## src/rtl/clk_oe_pkg.sv

```systemverilog
package clk_oe_pkg;

    typedef enum logic [1:0] {
        ST_OFF    = 2'b00,
        ST_SETTLE = 2'b01,
        ST_RUN    = 2'b10,
        ST_PARK   = 2'b11
    } oe_state_e;

    typedef enum logic [1:0] {
        MODE_SE    = 2'b00,
        MODE_DIFFA = 2'b01,
        MODE_DIFFB = 2'b10,
        MODE_DIFFC = 2'b11
    } oe_mode_e;

    function automatic logic mode_is_diff(input logic [1:0] m);
        return m != MODE_SE;
    endfunction

endpackage

```

## src/rtl/clk_oe_sync.sv

```systemverilog
module clk_oe_sync #(
    parameter int W      = 3,
    parameter int STAGES = 2
) (
    input  logic         clk_i,
    input  logic         rst_ni,
    input  logic [W-1:0] async_i,
    output logic [W-1:0] sync_o
);
    logic [W-1:0] chain_q [STAGES];

    for (genvar s = 0; s < STAGES; s++) begin : g_stage
        always_ff @(posedge clk_i or negedge rst_ni) begin
            if (!rst_ni) begin
                chain_q[s] <= '0;
            end else if (s == 0) begin
                chain_q[s] <= async_i;
            end else begin
                chain_q[s] <= chain_q[(s == 0) ? 0 : s-1];
            end
        end
    end

    assign sync_o = chain_q[STAGES-1];
endmodule

```

## src/rtl/clk_oe_fsm.sv

```systemverilog
module clk_oe_fsm
    import clk_oe_pkg::*;
#(
    parameter int SETTLE_CYC = 500
) (
    input  logic      clk_i,
    input  logic      rst_ni,
    input  logic      pin_s_i,
    input  logic      ovr_s_i,
    input  logic      reg_s_i,
    output oe_state_e state_o,
    output logic      rdbk_o
);
    localparam int CW = $clog2(SETTLE_CYC + 1);
    localparam logic [CW-1:0] LAST = CW'(SETTLE_CYC - 1);

    oe_state_e      state_q, state_d;
    logic [CW-1:0]  cnt_q, cnt_d;
    logic           en_eff;

    // Source resolution: override hands control to the register bit.
    assign en_eff = ovr_s_i ? (ovr_s_i & reg_s_i) : pin_s_i;
    assign rdbk_o = ovr_s_i ? reg_s_i : pin_s_i;

    always_comb begin
        state_d = state_q;
        cnt_d   = cnt_q;
        unique case (state_q)
            ST_OFF: begin
                cnt_d = '0;
                if (en_eff) state_d = ST_SETTLE;
            end
            ST_SETTLE: begin
                if (!en_eff) begin
                    state_d = ST_PARK;
                end else if (cnt_q == LAST) begin
                    state_d = ST_RUN;
                end else begin
                    cnt_d = cnt_q + 1'b1;
                end
            end
            ST_RUN: begin
                if (!en_eff) state_d = ST_PARK;
            end
            ST_PARK: begin
                state_d = ST_OFF;
            end
            default: state_d = ST_OFF;
        endcase
    end

    always_ff @(posedge clk_i or negedge rst_ni) begin
        if (!rst_ni) begin
            state_q <= ST_OFF;
            cnt_q   <= '0;
        end else begin
            state_q <= state_d;
            cnt_q   <= cnt_d;
        end
    end

    assign state_o = state_q;
endmodule

```

## src/rtl/clk_oe_drive.sv

```systemverilog
module clk_oe_drive
    import clk_oe_pkg::*;
(
    input  logic      clk_i,
    input  logic      rst_ni,
    input  oe_state_e state_i,
    input  logic [1:0] mode_i,
    output logic      out_p_o,
    output logic      out_n_o,
    output logic      drv_p_o,
    output logic      drv_n_o
);
    logic gate_q;
    logic diff;

    // Gate flop updates on the falling edge, while the clock is low,
    // so a high phase is never truncated at either end.
    always_ff @(negedge clk_i or negedge rst_ni) begin
        if (!rst_ni) gate_q <= 1'b0;
        else         gate_q <= (state_i == ST_RUN);
    end

    assign diff = mode_is_diff(mode_i);

    always_comb begin
        out_p_o = clk_i & gate_q;
        out_n_o = diff ? ~(clk_i & gate_q) : 1'b0;
        drv_p_o = 1'b0;
        unique case (state_i)
            ST_OFF:    drv_p_o = 1'b0;
            ST_SETTLE: drv_p_o = 1'b1;
            ST_RUN:    drv_p_o = 1'b1;
            ST_PARK:   drv_p_o = 1'b1;
            default:   drv_p_o = 1'b0;
        endcase
        drv_n_o = drv_p_o & diff;
    end
endmodule

```

## src/rtl/clk_oe_ctrl.sv

```systemverilog
module clk_oe_ctrl
    import clk_oe_pkg::*;
#(
    parameter int SETTLE_CYC = 500
) (
    input  logic       clk_i,
    input  logic       rst_ni,
    input  logic       oe_pin_i,
    input  logic       ovr_bit_i,
    input  logic       oe_reg_i,
    input  logic [1:0] mode_i,
    output logic       out_p_o,
    output logic       out_n_o,
    output logic       out_p_drv_o,
    output logic       out_n_drv_o,
    output logic       oe_rdbk_o
);
    logic [2:0] raw, synced;
    oe_state_e  state;

    assign raw = {oe_reg_i, ovr_bit_i, oe_pin_i};

    clk_oe_sync #(.W(3), .STAGES(2)) u_sync (
        .clk_i   (clk_i),
        .rst_ni  (rst_ni),
        .async_i (raw),
        .sync_o  (synced)
    );

    clk_oe_fsm #(.SETTLE_CYC(SETTLE_CYC)) u_fsm (
        .clk_i   (clk_i),
        .rst_ni  (rst_ni),
        .pin_s_i (synced[0]),
        .ovr_s_i (synced[1]),
        .reg_s_i (synced[2]),
        .state_o (state),
        .rdbk_o  (oe_rdbk_o)
    );

    clk_oe_drive u_drive (
        .clk_i   (clk_i),
        .rst_ni  (rst_ni),
        .state_i (state),
        .mode_i  (mode_i),
        .out_p_o (out_p_o),
        .out_n_o (out_n_o),
        .drv_p_o (out_p_drv_o),
        .drv_n_o (out_n_drv_o)
    );
endmodule

```

## config.mk

```make
export PLATFORM = sky130hd
export DESIGN_NAME = clk_oe_ctrl
export DESIGN_NICKNAME = d
export VERILOG_FILES = /design/src/rtl/clk_oe_pkg.sv /design/src/rtl/clk_oe_sync.sv /design/src/rtl/clk_oe_fsm.sv /design/src/rtl/clk_oe_drive.sv /design/src/rtl/clk_oe_ctrl.sv
export SDC_FILE = /design/constraint.sdc
export NUM_CORES = 1
export LEC_CHECK = 0
export ABC_CLOCK_PERIOD_IN_PS = 1540
export BUFFER_PORTS_ARGS = -buffer_cell sky130_fd_sc_hd__buf_2
export CORE_AREA = 3 3 59 61
export CTS_CLUSTER_DIAMETER = 50
export DETAILED_ROUTE_END_ITERATION = 10
export DIE_AREA = 0 0 62 64
export PLACE_DENSITY = 0.48
export SETUP_SLACK_MARGIN = 0.05
export SKIP_CTS_REPAIR_TIMING = 1
export SLEW_MARGIN = 30
export SYNTH_ARGS = -nofsm -noshare
export SYNTH_HDL_FRONTEND = slang
export SYNTH_SLANG_ARGS = --single-unit
```

## constraint.sdc

```tcl
create_clock -name clk_i -period 1.54 [get_ports clk_i]
set_input_delay 0.308 -clock clk_i [delete_from_list [all_inputs] [get_ports clk_i]]
set_output_delay 0.308 -clock clk_i [all_outputs]
set_load 0.02 [all_outputs]
```

==> flow_metrics.env <==
export IMPL_reg2reg_depth=5
export IMPL_yosys_area_share_simple_pct=18.4
export IMPL_drive_above_1_share_pct=61.1
export IMPL_reg2reg_to="u_fsm.cnt_q[3]"
export IMPL_p_clk_share_pct=29.5
export IMPL_start_util_pct=29.4
export IMPL_crit_path_frequent_cell="buf_6"
export IMPL_syn_area_per_cell_sq_um=11.7
export IMPL_syn2layout_area_growth_pct=78.9
export IMPL_grt_overflow_total=0
export IMPL_dp_slack_ps=-220
export IMPL_ir_drop_mv=0.596
export IMPL_grt_pass1_vias=775
export IMPL_synthDistinctLibCells=28
export IMPL_routed_top_layer="met4"
export IMPL_die_width_um=62
export IMPL_dp_cells=151
export IMPL_hp_start="u_sync.chain_q[4]"
export IMPL_crit_slowest_cell="dfrtn_1"
export IMPL_synth_top_area_share_pct=47.8
export IMPL_cts_tree="done"
export IMPL_worstHoldEndpoint="u_sync.sync_o[1]"
export IMPL_worstMarginPinSlew_ps=335
export IMPL_finClkSkew_ps=7.65
export IMPL_rsz0062_at_grt="yes"
export IMPL_synth_commonest_cells="dfrtp_1 (17), nand3_1 (7), inv_1 (5), nor2_1 (5)"
export IMPL_muxShareOfSynthArea_pct=5.06
export IMPL_synth_area_top_cells="dfrtp_1 (48%), ha_1 (5.6%), mux2_2 (5.1%), o211ai_4 (4.8%), nand3_1 (3.9%)"
export IMPL_crit_chain="and2_4 -> buf_6 -> nor2_4 -> buf_6"
export IMPL_hold_viol=0
export IMPL_setup_viol=12
export IMPL_startpoint_type="register"
export IMPL_yosysSeqAreaShare_pct=50.6
export IMPL_dp_hpwl_um=1320
export IMPL_synthXorXnorAreaFrac_pct=1.97
export IMPL_dr_pass1_iters=4
export IMPL_drt_iter0_markers=17
export IMPL_synth_fp_nets=87
export IMPL_min_path_type="register to register"
export IMPL_required_ps=1230
export IMPL_r2r_start="u_fsm.cnt_q[1]"
export IMPL_die_area_sq_um=3970
export IMPL_yosys_area_share_adder_pct=5.63
export IMPL_yosysTopAreaCell="dfrtp_1"
export IMPL_antenna_found_initial=0
export IMPL_fin_nets=142
export IMPL_clock_latency_ps=410
export IMPL_grt_use_total_pct=11.9
export IMPL_worstPathArrival_ps=2000
export IMPL_yosysWarnings=0
export IMPL_clkTransAtPathRegs_ps=100
export IMPL_synth_edf_count=0
export IMPL_p_int_mw=1.83
export IMPL_path_max_fanout=2
export IMPL_fp_row_count=20
export IMPL_fillCellCount=275
export IMPL_synth_ff_type="dfrtp_1"
export IMPL_post_drt_wl_per_cell_um=12.7
export IMPL_grt_max_degree=18
export IMPL_cellLeakagePower_nw=0.735
export IMPL_ys_ff_latch=18
export IMPL_critPathMaxStageDelay_ps=350
export IMPL_io_buffers=11
export IMPL_postSynth_asyncResetShare_pct=100
export IMPL_power_density_nw_per_um2=1730
export IMPL_num_antenna_cells=0
export IMPL_final_cell_area_sq_um=1590
export IMPL_p_comb_share_pct=48.8
export IMPL_postPlaceCellArea_sq_um=1190
export IMPL_p_switching_mw=0.932
export IMPL_cap_violations=0
export IMPL_met1_length_um=974
export IMPL_vias=772
export IMPL_grt_pass1_wl_um=3080
export IMPL_seqPwrFrac_pct=21.7
export IMPL_die_height_um=64
export IMPL_synth_compound_area_share_pct=15.2
export IMPL_synth_top_family_by_area="simple AND/OR/NAND/NOR gates"
export IMPL_path_class="register to output port"
export IMPL_dr_wl_met2_um=1090
export IMPL_gp_routability_congestion=0.729
export IMPL_post_drt_via_cell_ratio=4.41
export IMPL_timing_slew_headroom_pct=77.3
export IMPL_whs_path_depth=0
export IMPL_yosysMostFrequentCell="dfrtp_1"
export IMPL_outcome="finished, violations left"
export IMPL_core_area_sq_um=3030
export IMPL_io_pins=12
export IMPL_worst_slack_ps=-768
export IMPL_drt_wl_total_um=2220
export IMPL_failed_checks="setup timing"
export IMPL_met3WireLength_um=116
export IMPL_ant_nets=0
export IMPL_drc=0
export IMPL_swShare_pct=33.8
export IMPL_netlist_instances=76
export IMPL_layout_cells_non_filler=175
export IMPL_crit_path_end_kind="output port"
export IMPL_regToRegSetupSlack_ps=-80
export IMPL_synth_cell_area_sq_um=890
export IMPL_drv_slew=0
power groups by stage:
stage	Clock, mW	Sequential (mW)	Combinational, mW
floorplan	0.0735	0.614	0.469
global placement	0.0923	0.598	0.826
detailed placement	0.0923	0.598	0.842
CTS	0.813	0.593	0.843
global route	0.888	0.605	1.46
finish	0.815	0.598	1.35
registers in the layout, summed over array words and instances (netlist names):
name / cells
u_fsm.cnt_q: 9
u_drive.gate_q: 1
u_sync.sync_o: 3
u_fsm.state_o: 2
u_sync.chain_q: 3
layout make-up:
type | instances | area [sq um] | share of cell area (%)
multi-input combinational | 51 | 553 | 34.7
tap | 44 | 55.1 | 3.46
inverter | 5 | 21.3 | 1.34
clock buffer | 14 | 123 | 7.70
timing repair buffer | 42 | 359 | 22.6
clock inverter | 1 | 30.0 | 1.89
sequential | 18 | 450 | 28.3
how the worst max path moves through the flow:
stage	startpoint	end	slack, ps
2_1_floorplan	u_drive.gate_q	out_n_o	-140
3_3_place_gp	u_drive.gate_q	out_n_o	-230
3_5_place_dp	u_drive.gate_q	out_n_o	-220
4_1_cts	u_drive.gate_q	out_n_o	-950
5_1_grt	u_drive.gate_q	out_n_o	-810
6_report	u_drive.gate_q	out_n_o	-770
through the flow:
stage	power (mW)	hold WS [ps]	setup TNS, ps	util (%)
floorplan	1.16	12.4	-376	-
global placement	1.52	291	-881	39.3
detailed placement	1.53	296	-967	39.3
CTS	2.25	-154	-3500	43.7
global route	2.95	365	-3160	52.6
finish	2.76	357	-2540	52.6
logic make-up after synthesis:
group / Yosys count
AO/OA/AOI/OAI: 14
flip-flops: 18
XOR/XNOR: 2
multiplexers: 4
AND/OR/NAND/NOR: 27
adder cells (fa/ha/maj): 4
buffers and inverters: 7
critical path, delay by kind of cell, from the launching register on:
family                 cells  cell delay, ps
DFF                        1             350
and+or+nand+nor            2             230
buffers and inverters      2             230
cells in the final DEF (no fill, tap or decap), types with 2 or more instances in the layout:
cell and count:
clkbuf_4 9, mux2_4 4, o211ai_4 2, nand3_1 4
dlygate4sd3_1 4, xnor2_1 2, o21ai_1 2, buf_6 16
nand2_1 2, ha_4 3, nor2_1 4, buf_4 20
o31ai_1 2, nor3_1 3, inv_1 2, nand3_2 3
o211ai_1 2, buf_2 6, inv_2 2, dfrtp_1 17
a21o_1 2
routing by layer:
layer  GRT usage, %  vias to the layer above
li1               -                      384
met1           11.7                      362
met2           15.5                       20
met3           8.69                        6
met4           11.1                        0
met5              0                        -
Power figures use the tool's default switching activity.
